**config.mk**
```make
export PLATFORM = sky130hd
export DESIGN_NAME = pwr_wake_ctrl
export DESIGN_NICKNAME = d
export VERILOG_FILES = /design/src/rtl/pwr_wake_pkg.sv /design/src/rtl/pwr_wake_detect.sv /design/src/rtl/pwr_cfg_decode.sv /design/src/rtl/pwr_wake_ctrl.sv
export SDC_FILE = /design/constraint.sdc
export NUM_CORES = 1
export LEC_CHECK = 0
export ABC_AREA = 1
export CAP_MARGIN = 20
export CORE_MARGIN = 10
export CORE_UTILIZATION = 45
export CTS_CLUSTER_SIZE = 20
export DETAILED_ROUTE_END_ITERATION = 10
export PLACE_DENSITY_LB_ADDON = 0.15
export SYNTH_ARGS = -nofsm -noshare
export SYNTH_HDL_FRONTEND = slang
export SYNTH_HIERARCHICAL = 1
export SYNTH_SLANG_ARGS = --single-unit
```
**constraint.sdc**
```tcl
create_clock -name clk -period 3.1 [get_ports clk]
set_input_delay 0.465 -clock clk [delete_from_list [all_inputs] [get_ports clk]]
set_output_delay 0.465 -clock clk [all_outputs]
set_load 0.02 [all_outputs]
```
**src/rtl/pwr_wake_pkg.sv**
```systemverilog
package pwr_wake_pkg;

    typedef enum logic [1:0] {
        HIF_UART = 2'd0,
        HIF_I2C  = 2'd1,
        HIF_SPI  = 2'd2,
        HIF_NONE = 2'd3
    } hif_e;

    typedef enum logic [2:0] {
        MD_BOOT     = 3'd0,
        MD_PDOWN    = 3'd1,
        MD_LBCARD   = 3'd2,
        MD_AWAKE    = 3'd3,
        MD_NORMAL   = 3'd4,
        MD_VCARD    = 3'd5,
        MD_TEST_EMU = 3'd6,
        MD_TEST_RF  = 3'd7
    } mode_e;

    typedef enum logic [2:0] {
        ST_BOOT,
        ST_LB_OFF,
        ST_LB_CARD,
        ST_AWAKE,
        ST_NORMAL,
        ST_VCARD,
        ST_TEST_EMU,
        ST_TEST_RF
    } state_e;

    localparam int         PRE_LEN       = 8;
    localparam logic [7:0] PRE_SYNC      = 8'h55;
    localparam logic [7:0] PRE_END       = 8'hFF;
    localparam logic [7:0] I2C_WAKE_ADDR = 8'h48;
    localparam logic [7:0] CFG_OPCODE    = 8'h14;
    localparam logic [7:0] CFG_NORMAL    = 8'h01;
    localparam logic [7:0] CFG_VCARD     = 8'h02;

    // Expected UART wake byte at a given position of the preamble.
    function automatic logic [7:0] preamble_byte(input int idx);
        if (idx < 2)
            return PRE_SYNC;
        else if (idx == PRE_LEN - 1)
            return PRE_END;
        else
            return 8'h00;
    endfunction

endpackage

```
**src/rtl/pwr_wake_detect.sv**
```systemverilog
module pwr_wake_detect
    import pwr_wake_pkg::*;
#(
    parameter int WAKE_CYC = 13560
)
(
    input  logic       clk,
    input  logic       rst_n,
    input  logic       arm,
    input  hif_e       hif,
    input  logic       pad_pwr_ok,
    input  logic       spi_cs_n,
    input  logic       i2c_addr_vld,
    input  logic [7:0] i2c_addr_byte,
    input  logic       uart_rx_vld,
    input  logic [7:0] uart_rx_byte,
    output logic       wake_o
);

    localparam int               CNT_W    = $clog2(WAKE_CYC + 1);
    localparam int               IDX_W    = $clog2(PRE_LEN);
    localparam logic [CNT_W-1:0] CNT_LAST = CNT_W'(WAKE_CYC - 1);
    localparam logic [IDX_W-1:0] IDX_LAST = IDX_W'(PRE_LEN - 1);
    localparam logic [IDX_W-1:0] IDX_TWO  = IDX_W'(2);

    logic [CNT_W-1:0] hold_cnt_q;
    logic             stretch_q;
    logic [IDX_W-1:0] pre_idx_q, pre_idx_d;
    logic             sel_spi, sel_i2c, sel_uart;
    logic             hold_cond, hold_done, addr_hit, rx_take, rx_match;

    assign sel_spi   = arm && (hif == HIF_SPI);
    assign sel_i2c   = arm && (hif == HIF_I2C);
    assign sel_uart  = arm && (hif == HIF_UART);

    assign hold_cond = pad_pwr_ok && ((sel_spi && !spi_cs_n) || (sel_i2c && stretch_q));
    assign hold_done = hold_cond && (hold_cnt_q == CNT_LAST);
    assign addr_hit  = sel_i2c && pad_pwr_ok && !stretch_q && i2c_addr_vld
                       && (i2c_addr_byte == I2C_WAKE_ADDR);
    assign rx_take   = sel_uart && pad_pwr_ok && uart_rx_vld;
    assign rx_match  = (uart_rx_byte == preamble_byte(int'(pre_idx_q)));

    // Preamble search with overlap: trailing sync bytes stay a valid prefix.
    always_comb begin
        pre_idx_d = pre_idx_q;
        if (!sel_uart || !pad_pwr_ok) begin
            pre_idx_d = '0;
        end else if (uart_rx_vld) begin
            if (rx_match)
                pre_idx_d = (pre_idx_q == IDX_LAST) ? '0 : pre_idx_q + 1'b1;
            else if (uart_rx_byte == PRE_SYNC)
                pre_idx_d = (pre_idx_q == IDX_TWO) ? IDX_TWO : IDX_W'(1);
            else
                pre_idx_d = '0;
        end
    end

    always_ff @(posedge clk or negedge rst_n) begin
        if (!rst_n) begin
            hold_cnt_q <= '0;
            stretch_q  <= 1'b0;
            pre_idx_q  <= '0;
        end else begin
            pre_idx_q <= pre_idx_d;
            if (!hold_cond || hold_done)
                hold_cnt_q <= '0;
            else
                hold_cnt_q <= hold_cnt_q + 1'b1;
            if (!sel_i2c || !pad_pwr_ok || hold_done)
                stretch_q <= 1'b0;
            else if (addr_hit)
                stretch_q <= 1'b1;
        end
    end

    assign wake_o = hold_done || (rx_take && rx_match && (pre_idx_q == IDX_LAST));

    p_cnt_range_r5: assert property (@(posedge clk) disable iff (!rst_n)
        hold_cnt_q <= CNT_LAST);
    p_cs_release_r5: assert property (@(posedge clk) disable iff (!rst_n)
        (sel_spi && spi_cs_n) |=> (hold_cnt_q == '0));
    p_wake_pwr_r6: assert property (@(posedge clk) disable iff (!rst_n)
        wake_o |-> pad_pwr_ok);

endmodule

```
**src/rtl/pwr_cfg_decode.sv**
```systemverilog
module pwr_cfg_decode
    import pwr_wake_pkg::*;
(
    input  logic       clk,
    input  logic       rst_n,
    input  logic       en,
    input  logic       cmd_vld,
    input  logic [7:0] cmd_byte,
    input  logic       cmd_last,
    output logic       go_normal,
    output logic       go_vcard,
    output logic       vcard_irq
);

    logic [2:0] pos_q;
    logic       ok_q, sel_vc_q;
    logic       take, fits, byte_fits;

    assign take = en && cmd_vld;

    always_comb begin
        unique case (pos_q)
            3'd0:    byte_fits = (cmd_byte == CFG_OPCODE);
            3'd1:    byte_fits = (cmd_byte == CFG_NORMAL) || (cmd_byte == CFG_VCARD);
            3'd2:    byte_fits = sel_vc_q && (cmd_byte == 8'h00);
            3'd3:    byte_fits = sel_vc_q && ((cmd_byte == 8'h00) || (cmd_byte == 8'h01));
            default: byte_fits = 1'b0;
        endcase
    end

    assign fits      = ok_q && byte_fits;
    assign go_normal = take && cmd_last && fits && (pos_q == 3'd1) && (cmd_byte == CFG_NORMAL);
    assign go_vcard  = take && cmd_last && fits && ((pos_q == 3'd2) || (pos_q == 3'd3));
    assign vcard_irq = (pos_q == 3'd2) || (cmd_byte == 8'h01);

    always_ff @(posedge clk or negedge rst_n) begin
        if (!rst_n) begin
            pos_q    <= '0;
            ok_q     <= 1'b1;
            sel_vc_q <= 1'b0;
        end else if (!en || (take && cmd_last)) begin
            pos_q    <= '0;
            ok_q     <= 1'b1;
            sel_vc_q <= 1'b0;
        end else if (take) begin
            if (pos_q != 3'd7)
                pos_q <= pos_q + 1'b1;
            ok_q <= fits;
            if (pos_q == 3'd1)
                sel_vc_q <= (cmd_byte == CFG_VCARD);
        end
    end

    p_single_commit_r9: assert property (@(posedge clk) disable iff (!rst_n)
        $onehot0({go_normal, go_vcard}));
    p_frame_restart_r10: assert property (@(posedge clk) disable iff (!rst_n)
        (take && cmd_last) |=> (pos_q == 3'd0));

endmodule

```
**src/rtl/pwr_wake_ctrl.sv**
```systemverilog
module pwr_wake_ctrl
    import pwr_wake_pkg::*;
#(
    parameter int WAKE_CYC = 13560,
    parameter int BOOT_CYC = 27120
)
(
    input  logic       clk,
    input  logic       rst_n,
    input  logic       if_strap0,
    input  logic       if_strap1,
    input  logic       mode_strap_hi,
    input  logic       mode_strap_lo,
    input  logic       pad_pwr_ok,
    input  logic       field_on,
    input  logic       spi_cs_n,
    input  logic       i2c_addr_vld,
    input  logic [7:0] i2c_addr_byte,
    input  logic       uart_rx_vld,
    input  logic [7:0] uart_rx_byte,
    input  logic       cmd_vld,
    input  logic [7:0] cmd_byte,
    input  logic       cmd_last,
    output logic [2:0] mode_o,
    output logic [1:0] host_if_o,
    output logic       irq_en_o
);

    localparam int              BOOT_W    = $clog2(BOOT_CYC + 1);
    localparam logic [BOOT_W-1:0] BOOT_LAST = BOOT_W'(BOOT_CYC - 1);

    state_e            state_q, state_d;
    logic [BOOT_W-1:0] boot_cnt_q;
    hif_e              hif_q, hif_smp;
    logic [1:0]        strap_q;
    logic              irq_q;
    logic              in_lb, in_host, wake, go_normal, go_vcard, vcard_irq;

    assign in_lb   = (state_q == ST_LB_OFF) || (state_q == ST_LB_CARD);
    assign in_host = (state_q == ST_AWAKE) || (state_q == ST_NORMAL) || (state_q == ST_VCARD);

    always_comb begin
        unique case ({if_strap0, if_strap1})
            2'b00: hif_smp = HIF_UART;
            2'b10: hif_smp = HIF_I2C;
            2'b01: hif_smp = HIF_SPI;
            2'b11: hif_smp = HIF_NONE;
        endcase
    end

    pwr_wake_detect #(.WAKE_CYC(WAKE_CYC)) u_wake (
        .clk           (clk),
        .rst_n         (rst_n),
        .arm           (in_lb),
        .hif           (hif_q),
        .pad_pwr_ok    (pad_pwr_ok),
        .spi_cs_n      (spi_cs_n),
        .i2c_addr_vld  (i2c_addr_vld),
        .i2c_addr_byte (i2c_addr_byte),
        .uart_rx_vld   (uart_rx_vld),
        .uart_rx_byte  (uart_rx_byte),
        .wake_o        (wake)
    );

    pwr_cfg_decode u_cfg (
        .clk       (clk),
        .rst_n     (rst_n),
        .en        (in_host),
        .cmd_vld   (cmd_vld),
        .cmd_byte  (cmd_byte),
        .cmd_last  (cmd_last),
        .go_normal (go_normal),
        .go_vcard  (go_vcard),
        .vcard_irq (vcard_irq)
    );

    // Next-state logic
    always_comb begin
        state_d = state_q;
        unique case (state_q)
            ST_BOOT: begin
                if (boot_cnt_q == BOOT_LAST) begin
                    if (strap_q == 2'b01)
                        state_d = ST_TEST_EMU;
                    else if (strap_q == 2'b00)
                        state_d = ST_TEST_RF;
                    else
                        state_d = field_on ? ST_LB_CARD : ST_LB_OFF;
                end
            end
            ST_LB_OFF, ST_LB_CARD: begin
                if (wake)
                    state_d = ST_AWAKE;
                else
                    state_d = field_on ? ST_LB_CARD : ST_LB_OFF;
            end
            ST_AWAKE, ST_NORMAL, ST_VCARD: begin
                if (go_normal)
                    state_d = ST_NORMAL;
                else if (go_vcard)
                    state_d = ST_VCARD;
            end
            ST_TEST_EMU, ST_TEST_RF: state_d = state_q;
        endcase
    end

    // State register and boot-time captures
    always_ff @(posedge clk or negedge rst_n) begin
        if (!rst_n) begin
            state_q    <= ST_BOOT;
            boot_cnt_q <= '0;
            hif_q      <= HIF_NONE;
            strap_q    <= 2'b11;
            irq_q      <= 1'b0;
        end else begin
            state_q <= state_d;
            if (state_q == ST_BOOT) begin
                boot_cnt_q <= boot_cnt_q + 1'b1;
                if (boot_cnt_q == '0) begin
                    hif_q   <= hif_smp;
                    strap_q <= {mode_strap_hi, mode_strap_lo};
                end
            end
            if (in_host && go_normal)
                irq_q <= 1'b1;
            else if (in_host && go_vcard)
                irq_q <= vcard_irq;
        end
    end

    // Outputs
    always_comb begin
        unique case (state_q)
            ST_BOOT:     mode_o = MD_BOOT;
            ST_LB_OFF:   mode_o = MD_PDOWN;
            ST_LB_CARD:  mode_o = MD_LBCARD;
            ST_AWAKE:    mode_o = MD_AWAKE;
            ST_NORMAL:   mode_o = MD_NORMAL;
            ST_VCARD:    mode_o = MD_VCARD;
            ST_TEST_EMU: mode_o = MD_TEST_EMU;
            ST_TEST_RF:  mode_o = MD_TEST_RF;
        endcase
        host_if_o = hif_q;
        irq_en_o  = irq_q && in_host;
    end

    p_hif_hold_r1: assert property (@(posedge clk) disable iff (!rst_n)
        (state_q != ST_BOOT && $past(state_q) != ST_BOOT) |-> $stable(host_if_o));
    p_test_sticky_r3: assert property (@(posedge clk) disable iff (!rst_n)
        ($past(state_q) == ST_TEST_EMU || $past(state_q) == ST_TEST_RF) |-> (state_q == $past(state_q)));
    p_no_irq_lowbat_r4: assert property (@(posedge clk) disable iff (!rst_n)
        (in_lb || state_q == ST_BOOT) |-> !irq_en_o);
    p_wake_pwr_r5: assert property (@(posedge clk) disable iff (!rst_n)
        ($past(in_lb) && state_q == ST_AWAKE) |-> $past(pad_pwr_ok));
    p_lowbat_exit_r10: assert property (@(posedge clk) disable iff (!rst_n)
        $past(in_lb) |-> (in_lb || state_q == ST_AWAKE));

endmodule

```
==> metrics.md, run 1 <==
| Metric | Value |
|---|---|
| Status | complete, no violations |
| Total GRT Usage | 0.138 |
| Syn_area_per_cell | about 7.1 um^2 |
| Fmax | approximately 0.43 GHz |
| Vias in the first global route | 2641 |
| Worst VDD drop | around 0.00023 V |
| Crit end category | output port |
| Static Leak | 1.74 nW |
| Net Count, Synth | roughly 500 |
| Yosys top cell by area | dfrtp_1 |
| Clock share of power | 0.439 |
| PortBufs | 42 |
| Post-CTS Setup Bufs | 0 |
| Slew Limit Fails | 0 |
| PostCTS Resize Cnt | 0 |
| Post-Route Setup TNS | 0 ns |
| CTS tree | built |
| DP HPWL | about 5600 um |
| Sequential group share of total power | 0.489 |
| Tot Pwr | 1.24 mW |
| Finished Layout Cells | 570 |
| Switch share | 0.196 |
| Row count | 30 |
| Drt wl/cell | between 10 and 15 um |
| Required @ worst endpoint | ~2.6 ns |
| Initial antenna violation count | 0 |
| Critical path class | reg -> out |
| Hold WC Path Type | in -> async |
| Crit path DAT | around 1.9 ns |
| Gate power share | 0.072 |
| Slowest stage cell on the critical path | clkdlybuf4s50_1 |
| Post-Syn Area | roughly 0.0031 mm^2 |
| Skew-Pair Late Insertion Delay | about 0.30 ns |
| GPL Wtd Cong | 0.880 |
| FF+latch count, synth | 46 |
| Post-route ant nets | 0 |
| Int Pwr | 1.00 mW |
| # DRC | 0 |
| Nets@finish | between 500 and 600 |
| Most used cell along the critical path | nand2_1 |
| Synthesis-to-layout area growth | 21.0% |
| Starting Density | 0.461 |
| # hold bufs at CTS | 0 |
| CTS root buf | clkbuf_8 |
| Slew @ Worst Pin | ~0.59 ns |
| CTS Sinks | 46 |
| Crit-path cells | nand2_1 > nand2_1 > nand2_2 > nor2_1 > clkdlybuf4s50_1 |
| Inst Count DP | roughly 560 |
| Die Ht | 103 um |
| Largest stage delay on the critical path | between 0.6 and 0.7 ns |
| Worst R2R Setup Slack | about 0.90 ns |
| Distinct cells, synth | 36 |
| Worst Skew | approximately 0.012 ns |
| Post-synthesis cell count | 440 |
| Pre-antenna DRT Iters | 6 |
| DR iter-0 viols | 77 |
| First-pass GRT wire length | about 12000 um |
| Drt via density | 4.89 |
| Headroom to the max-slew limit | 0.605 |
| Crit start category | flop |
| PwrDens | about 330 mW/mm^2 |
| Clk slew on worst S/H paths | 0.09 ns |
| Max-cap violations | 0 |
| Fin crit share | 0.759 |
| Via count | around 2800 |
| Top cells by area, synth | dfrtp_1 33%, nand2_1 14%, inv_1 8.1% |
| Hold Vio Cnt, Final | 0 |
| Final setup fails | 0 |
| Worst-path fanout max | 6 |
| RSZ-0062 raised after global routing | no |
| CTS H-Tree Depth | 2 |
| CTS buffer count | 5 |
| IO Count | between 40 and 50 |
| Final min period | between 2 and 2.5 ns |
| Total grt overflow | 0 |
| Final wirelength | between 6000 and 7000 um |
| CTS Buffer Depth | 2 |
| Largest net degree at the start of global routing | 28 |
| Net load switching power | ~0.24 mW |
| Area of the core | around 0.0068 mm^2 |
| Chip Width | ~100 um |
| Synth Warn # | 6 |
| Layout cells sized above 1 | 0.102 |
| Post-synth top area share | 0.330 |
| # diodes | 0 |
| Die area | around 0.011 mm^2 |
| Sequential fraction of the synthesis area | 0.372 |
==> cell usage in the layout (no fill, tap or decap), types with 5 or more instances in the layout <==
cell / netlist / layout
clkbuf_8: 0 / 6
clkdlybuf4s50_1: 0 / 41
dfrtp_1: 41 / 41
dfstp_2: 5 / 5
ha_1: 12 / 12
inv_1: 67 / 67
nand2_1: 118 / 118
nand2_2: 8 / 8
nand3_1: 34 / 34
nand4_1: 16 / 16
nor2_1: 64 / 64
nor2_2: 7 / 7
nor3_1: 9 / 9
o21ai_0: 8 / 8
xor2_1: 13 / 13
==> metrics by stage <==
stage          setup WS, ns   util  hold WS, ns  instance area [um^2]
3_5_place_dp          0.880  0.536        0.453                  3620
5_1_grt               0.604  0.558        0.209                  3770
2_1_floorplan          1.18      -        0.169                  3110
4_1_cts               0.714  0.558        0.186                  3770
3_3_place_gp          0.919  0.536        0.456                  3620
6_report              0.748  0.558        0.166                  3770
==> layout make-up <==
| class | instances | area, um^2 |
|---|---|---|
| fillers | 649 | 2990 |
| multi-input cells | 325 | 1690 |
| flip-flops and latches | 46 | 1160 |
| repair buffers | 43 | 423 |
| inverters | 68 | 255 |
| well taps | 80 | 100 |
| clock buffers | 6 | 82.6 |
| clock inverters | 2 | 60.1 |
==> Yosys cell counts <==
cell type  count
nand2_1      118
inv_1         67
nor2_1        64
dfrtp_1       41
nand3_1       34
nand4_1       16
xor2_1        13
ha_1          12
nor3_1         9
nand2_2        8
o21ai_0        8
nor2_2         7
dfstp_2        5
a21oi_1        4
nor3_2         4
nand3_2        3
o21ai_1        3
a211oi_1       2
a31o_2         2
nor3b_1        2
o21ai_2        2
or2_2          2
a21oi_2        1
and2_1         1
and2_4         1
and3_1         1
buf_6          1
inv_2          1
nand2_4        1
nand3b_1       1
nor2_4         1
nor3_4         1
nor3b_2        1
o21bai_1       1
o22ai_1        1
o31ai_1        1
==> critical path: cells and delay by family (launching register included) <==
| family | cells | cell delay [ns] |
|---|---|---|
| buf+inv | 1 | 0.62 |
| flops | 1 | 0.51 |
| simple gates | 4 | 0.46 |
==> flip-flops by register name, indices dropped and copies added, names as in the netlist, 2 cells and up <==
signal / cells
u_cfg/pos_q: 3
u_wake/hold_cnt_q: 14
boot_cnt_q: 15
u_wake/pre_idx_q: 3
strap_q: 2
host_if_o: 2
state_q: 3
==> path summary, 6_finish.rpt <==
kind | depth (start not counted) | endpoint | startpoint
worst max register to register | 12 | state_q[0] | state_q[2]
min in group clk | 2 | strap_q[0] | strap_q[0]
worst min-delay path | 1 | state_q[0] | rst_n
max in group asynchronous | 2 | host_if_o[0] | rst_n
worst min register to register | 2 | strap_q[0] | strap_q[0]
worst max-delay path | 5 | irq_en_o | state_q[1]
==> cell families after synthesis <==
group,count (synthesis),share of synthesized area
xor gates and xnor gates,13,0.0366
adders and majority gates,12,0.0482
DFF,46,0.372
and+or+nand+nor,275,0.408
buffers and inverters,69,0.0856
AOI/OAI and AO/OA,25,0.0498
==> power by group through the flow <==
| stage | Sequential (mW) | Clock, mW | Combinational (mW) |
|---|---|---|---|
| global route | 0.609 | 0.589 | 0.0997 |
| detailed placement | 0.620 | 0 | 0.0909 |
| global placement | 0.620 | 0 | 0.0899 |
| floorplan | 0.620 | 0 | 0.0213 |
| finish | 0.608 | 0.545 | 0.0899 |
| CTS | 0.608 | 0.568 | 0.0915 |
==> metal layers <==
layer  global-route usage  vias up  share of wire
met3               0.0359        4          0.053
met2                0.225       43           0.46
li1                     -     1483              -
met1                0.177     1258           0.49
met5                    0        -              0
met4               0.0353        0         0.0053
(Power assumes the default switching activity.)
==> run 2: changes to the inputs <==
- clock period: 3.1 -> 2.3 ns (I/O delays scaled with it)
==> run 2 against run 1 <==
Register-to-register slack lost 0.64 ns. Setup slack got worse by 0.49 ns. Wire length fell by 2.6%. Clock skew up 0.00063 ns. Die area did not move. Cell area down 0.43%. Hold slack worse by 0.14 ns. Combinational power increased by 38%. Sequential power increased by 35%. Critical endpoint is now state_q[0]. Highest routed layer unchanged.
==> metrics.md, run 2 (same netlist as run 1, synthesis figures left out) <==
| Metric | Value |
|---|---|
| Status | complete, no violations |
| Final min period | 2.04 ns |
| Pre-antenna DRT Iters | 5 (-1) |
| Critical path class | reg -> reg |
| Critical path buffers and inverters | 1 (unchanged) |
| Headroom to the max-slew limit | 0.630 (+0.0244) |
| Total grt overflow | 0 (unchanged) |
| Layout cells sized above 1 | 0.110 (+0.00794) |
| Int Pwr | 1.13 mW (+13%) |
| Final setup fails | 0 (unchanged) |
| Gate power share | 0.085 (+0.013) |
| Post-Route Setup TNS | 0 ns (unchanged) |
| CTS buffer count | 5 (unchanged) |
| Worst VDD drop | 0.000297 V (+32%) |
| Post-route ant nets | 0 (unchanged) |
| Area of the core | 0.00676 mm^2 (unchanged) |
| Top cell family by delay on the critical path | simple AND/OR/NAND/NOR gates |
| PortBufs | 42 (unchanged) |
| Largest register FFs | 15 (unchanged) |
| Worst Skew | 0.0128 ns (+0.000633 ns) |
| Largest stage delay on the critical path | 0.43 ns (-0.19 ns) |
| Worst setup margin | 0.259 ns (-0.489 ns) |
| Row count | 30 (unchanged) |
| CTS root buf | clkbuf_8 |
| Critical R2R Launch | u_wake/pre_idx_q[1] |
| Slew Limit Fails | 0 (unchanged) |
| Crit end category | flop |
| Finished Cell Area | 0.00375 mm^2 (-0.43%) |
| CP Launch Point | u_wake/pre_idx_q[1] |
| Most common cell after layout, fill and taps aside | nand2_1 |
| Static Leak | 1.74 nW (+0.18%) |
| Switch share | 0.223 (+0.0275) |
| Largest net degree at the start of global routing | 25 (-11%) |
| Crit path DAT | 2.23 ns (+0.34 ns) |
| Chip Width | 103 um (unchanged) |
| Nets@finish | 539 (+0.19%) |
| Hold Vio Cnt, Final | 0 (unchanged) |
| DP Area | 0.00364 mm^2 (+0.55%) |
| RSZ-0062 raised after global routing | no |
| DR iter-0 viols | 100 (+30%) |
| Clk slew on worst S/H paths | 0.09 ns (about the same) |
| Synthesis-to-layout area growth | 20.5% |
| # DRC | 0 (unchanged) |
| Worst-path fanout max | 5 (-1) |
| Required @ worst endpoint | 2.49 ns (-0.14 ns) |
| Drt wl/cell | 11.8 um (-2.8%) |
| Via count | 2777 (-0.39%) |
| Max-cap violations | 0 (unchanged) |
| Vias in the first global route | 2646 (+0.19%) |
| CTS tree | built |
| Dpl ws | 0.138 ns (-0.742 ns) |
| Die Ht | 103 um (unchanged) |
| Biggest regs | boot_cnt_q: 15 flops, u_wake/hold_cnt_q: 14 flops |
| Final wirelength | 6750 um (-2.6%) |
| DP HPWL | 5580 um (-1.1%) |
| Initial antenna violation count | 0 (unchanged) |
| # diodes | 0 (unchanged) |
| Hold WC Path Type | in -> async |
| Slew @ Worst Pin | 0.555 ns (-0.0366 ns) |
| Skew-Pair Late Insertion Delay | 0.30 ns (about the same) |
| Fmax | slightly below 0.5 GHz |
| PwrDens | 387 mW/mm^2 (+17%) |
| Clock share of power | 0.350 (-0.089) |
| Die area | 0.0106 mm^2 (unchanged) |
| CTS Sinks | 46 (unchanged) |
| First-pass GRT wire length | 11600 um (-1.9%) |
| Total GRT Usage | 0.133 (-0.00452) |
| Commonest non-fill, non-tap cells in the layout | 118 x nand2_1, 66 x inv_1, 63 x nor2_1, 40 x dfrtp_1, 40 x clkdlybuf4s50_1 |
| GPL Wtd Cong | 0.879 (-0.10%) |
| IO Count | 43 (unchanged) |
| Crit start category | flop |
| Sequential group share of total power | 0.564 (+0.075) |
| Starting Density | 0.461 (unchanged) |
| Largest reg by FF count | boot_cnt_q |
| # fillers | 661 (+1.8%) |
| Fin crit share | 0.887 |
| CTS H-Tree Depth | 2 (unchanged) |
| Drt via density | 4.86 (-0.57%) |
| Net load switching power | 0.325 mW (+33%) |
| Crit-path cells | ha_1 > ha_1 > nand2_1 > inv_1 > nand2_1 > nand2_1 > nand4_1 > o21ai_0 > or2_2 > nand2_1 > nand3_1 > nand3_1 > nand2_1 |
| Most used cell along the critical path | nand2_1 |
| Slowest stage cell on the critical path | dfrtp_1 |
| CTS Buffer Depth | 2 (unchanged) |
-- run 2: cell types whose count changed in the layout (fill, tap and decap cells not counted), sizes merged --
cell	delta
bufinv	-2
clkinvlp	+1
dlymetal6s2s	+1
clkinv	+1
clkdlybuf4s50	-1
buf	+1
-- run 2: final cells by class --
cell class	instances	area, um^2	area share
sequential	46	1160	0.309
clock buffer	6	82.6	0.0220
tap	80	100	0.0267
multi-input combinational	325	1700	0.452
inverter	68	255	0.0680
clock inverter	2	12.5	0.00334
timing repair buffer	44	445	0.119
-- run 2: through the flow --
step | hold WS, ns | util | std cells | total power, mW
finish | 0.0288 | 0.555 | 571 | 1.45
global route | 0.0753 | 0.555 | 571 | 1.52
CTS | 0.0452 | 0.554 | 571 | 1.47
detailed placement | 0.375 | 0.539 | 563 | 0.961
global placement | 0.378 | 0.539 | 563 | 0.960
floorplan | 0.0494 | - | 440 | 0.865
-- run 2: path summary, 6_finish.rpt --
kind / slack (ns) / depth (start not counted) / endpoint
setup reg to reg: 0.26 / 13 / state_q[0]
hold reg to reg: 0.47 / 2 / strap_q[0]
max in group asynchronous: 1.68 / 2 / strap_q[1]
setup / recovery: 0.26 / 13 / state_q[0]
hold / removal: 0.03 / 1 / u_wake/hold_cnt_q[8]
min in group clk: 0.47 / 2 / strap_q[0]
-- run 2: what timing repair did --
| action | 4_1_cts | 5_1_grt |
|---|---|---|
| hold buffers | 0 | 0 |
| resized for setup | 0 | 5 |
| buffers inserted | 0 | 0 |
| setup endpoints to repair | 0 | 3 |
-- run 2: power by group through the flow --
stage               combinational [mW]  sequential (mW)  clock (mW)
global route                     0.139            0.821       0.560
global placement                 0.124            0.835           0
finish                           0.124            0.820       0.509
CTS                              0.126            0.820       0.528
detailed placement               0.126            0.835           0
floorplan                       0.0288            0.836           0
-- run 2: layer usage --
layer / up-vias / wire (um) / global-route usage
met2: 45 / 3040 / 0.216
met1: 1236 / 3280 / 0.175
met4: 0 / 51 / 0.0289
met3: 5 / 386 / 0.0332
li1: 1491 / - / -
met5: - / 0 / 0
-- run 2: worst register-to-register path: cells and delay by family (launching register included) --
family                     cells  cell delay (ns)
AOI/OAI and AO/OA              1             0.11
adders and majority gates      2             0.45
buffers and inverters          1             0.03
DFF                            1             0.43
and+or+nand+nor                9             0.92
==> run 3: changes to the inputs <==
--- a/config.mk
+++ b/config.mk
@@ -10,3 +10,3 @@
 export CORE_MARGIN = 10
-export CORE_UTILIZATION = 45
+export CORE_UTILIZATION = 55
 export CTS_CLUSTER_SIZE = 20
--- a/constraint.sdc
+++ b/constraint.sdc
@@ -3,2 +3,2 @@
 set_output_delay 0.345 -clock clk [all_outputs]
-set_load 0.02 [all_outputs]
+set_load 0.005 [all_outputs]
==> run 3 against run 2 <==
Clock skew grew 0.0016 ns. Cell count shrank 1.4%. Non-clock buffer count is the same. Global-route usage grew 3.0 points. Largest cell class unchanged.
==> metrics.md, run 3 (same netlist as run 1, synthesis figures left out) <==
| Metric | Value |
|---|---|
| Status | complete, no violations |
| Skew-Pair Late Insertion Delay | 0.31 ns (about the same) |
| Most used cell along the critical path | nand2_1 |
| Drt via density | 5.18 (+6.4%) |
| # hold bufs at CTS | 0 (unchanged) |
| Row count | 27 (-10%) |
| Layout cells sized above 1 | 0.110 (unchanged) |
| Final setup fails | 0 (unchanged) |
| Pre-antenna DRT Iters | 4 (-1) |
| Critical path class | reg -> out |
| CTS Sinks | 46 (unchanged) |
| Commonest non-fill, non-tap cells in the layout | 118 x nand2_1, 67 x inv_1, 63 x nor2_1, 41 x clkdlybuf4s50_1, 39 x dfrtp_1 |
| Worst-path fanout max | 6 (+1) |
| First-pass GRT wire length | 12100 um (+4.3%) |
| Total GRT Usage | 0.163 (+0.0302) |
| Via count | 2914 (+4.9%) |
| Final min period | 2.12 ns (+0.0800 ns) |
| Worst Skew | 0.0144 ns (+0.00159 ns) |
| Crit path DAT | 1.78 ns (-0.45 ns) |
| Post-Route Setup TNS | 0 ns (unchanged) |
| Clk slew on worst S/H paths | 0.10 ns (about the same) |
| RSZ-0062 raised after global routing | no |
| CTS buffer count | 5 (unchanged) |
| Crit-path cells | nand2_1 > nand2_1 > nand2_2 > nor2_1 > clkdlybuf4s50_1 |
| Largest reg by FF count | boot_cnt_q |
| Fin crit share | 0.922 (+0.0348) |
| Chip Width | 95.2 um (-7.7%) |
| # diodes | 0 (unchanged) |
| Crit end category | output port |
| PortBufs | 42 (unchanged) |
| Headroom to the max-slew limit | 0.610 (-0.0198) |
| Util after Layout | 0.680 (+0.125) |
| Largest stage delay on the critical path | 0.52 ns (+0.09 ns) |
| Hold WC Path Type | in -> async |
| Slowest stage cell on the critical path | clkdlybuf4s50_1 |
| Starting Density | 0.565 (+0.105) |
| Max-cap violations | 0 (unchanged) |
| DP HPWL | 5510 um (-1.2%) |
| CTS tree | built |
| Fmax | 0.471 GHz (-3.8%) |
| Vias in the first global route | 2744 (+3.7%) |
| Slew @ Worst Pin | 0.585 ns (+0.0297 ns) |
| Largest register FFs | 15 (unchanged) |
| # DRC | 0 (unchanged) |
| Required @ worst endpoint | 1.96 ns (-0.53 ns) |
| Slew Limit Fails | 0 (unchanged) |
| Nets@finish | 539 (unchanged) |
| CTS H-Tree Depth | 2 (unchanged) |
| PwrDens | 415 mW/mm^2 (+7.2%) |
| Drt wl/cell | 12.5 um (+5.5%) |
| Worst VDD drop | 0.000316 V (+6.5%) |
| Initial antenna violation count | 0 (unchanged) |
| Biggest regs | boot_cnt_q: 15 flops, u_wake/hold_cnt_q: 14 flops |
| Top cell family by delay on the critical path | buffers and inverters |
| Die area | 0.00907 mm^2 (-15%) |
| Final wirelength | 7020 um (+4.0%) |
| Area of the core | 0.00551 mm^2 (-19%) |
| CTS Buffer Depth | 2 (unchanged) |
| Total grt overflow | 0 (unchanged) |
| Crit start category | flop |
| Hold Vio Cnt, Final | 0 (unchanged) |
| CTS root buf | clkbuf_8 |
| Static Leak | 1.72 nW (-0.81%) |
| DR iter-0 viols | 137 (+37%) |
| IO Count | 43 (unchanged) |
| GPL Wtd Cong | 0.943 (+7.3%) |
| Largest net degree at the start of global routing | 47 (+88%) |
| Most common cell after layout, fill and taps aside | nand2_1 |
| Critical path buffers and inverters | 1 (unchanged) |
| Synthesis-to-layout area growth | 20.3% |
| Post-route ant nets | 0 (unchanged) |
| Die Ht | 95.2 um (-7.7%) |
run 3: cell count changes in the layout (fill, tap and decap cells not counted):
cell             before  now
inv_2                 2    1
bufinv_16             0    1
clkinvlp_4            1    0
clkdlybuf4s50_1      40   41
buf_4                 1    2
dfrtp_1              40   39
inv_6                 0    1
inv_1                66   67
buf_12                1    0
clkbuf_8              6    5
dfrtp_2               1    2
dlymetal6s2s_1        1    0
run 3: what timing repair did:
item,in CTS,in global routing
gates resized for setup,0,4
endpoints found under the hold margin,0,0
setup endpoints to repair,0,3
setup buffers,0,0
run 3: cell type report:
| class | instances | area (um^2) |
|---|---|---|
| tap | 72 | 90.1 |
| multi-input combinational | 325 | 1700 |
| fill | 494 | 1760 |
| sequential | 46 | 1160 |
| inverter | 68 | 255 |
| timing repair buffer | 44 | 430 |
| clock buffer | 5 | 68.8 |
| clock inverter | 3 | 43.8 |
run 3: final timing paths:
kind,slack (ns),depth (start not counted),from,to
setup / recovery,0.18,5,state_q[1],irq_en_o
hold / removal,0.12,2,rst_n,u_wake/hold_cnt_q[5]
setup reg to reg,0.23,13,state_q[1],state_q[0]
hold reg to reg,0.47,2,strap_q[0],strap_q[0]
max in group asynchronous,1.75,2,rst_n,state_q[1]
min in group clk,0.47,2,strap_q[0],strap_q[0]
run 3: worst register-to-register path, delay by kind of cell (launching register included):
| family | cells | cell delay [ns] |
|---|---|---|
| compound gates | 1 | 0.14 |
| buf+inv | 1 | 0.14 |
| flops | 1 | 0.46 |
| simple gates | 11 | 1.24 |
run 3: power breakdown:
group / total [mW] / internal, mW / switching, mW
clock network: 0.616 / 0.326 / 0.290
registers: 0.820 / 0.815 / 0.00493
logic: 0.120 / 0.0694 / 0.0502
run 3: through the flow:
stage          instances  hold WS (ns)  setup slack (ns)  power, mW  cell area (um^2)
2_1_floorplan        440        0.0494             0.470      0.862              3110
3_3_place_gp         555         0.460             0.185      0.954              3620
3_5_place_dp         555         0.460             0.160      0.956              3620
4_1_cts              563         0.138            0.0993       1.57              3730
5_1_grt              563         0.169           0.00218       1.61              3740
6_report             563         0.117             0.179       1.56              3740
run 3: per-layer routing:
| metal | vias up | wire, um | track usage |
|---|---|---|---|
| met5 | - | 0 | 0 |
| met4 | 0 | 53 | 0.0374 |
| met3 | 8 | 444 | 0.0456 |
| met2 | 66 | 3160 | 0.257 |
| met1 | 1344 | 3360 | 0.218 |
| li1 | 1496 | - | - |
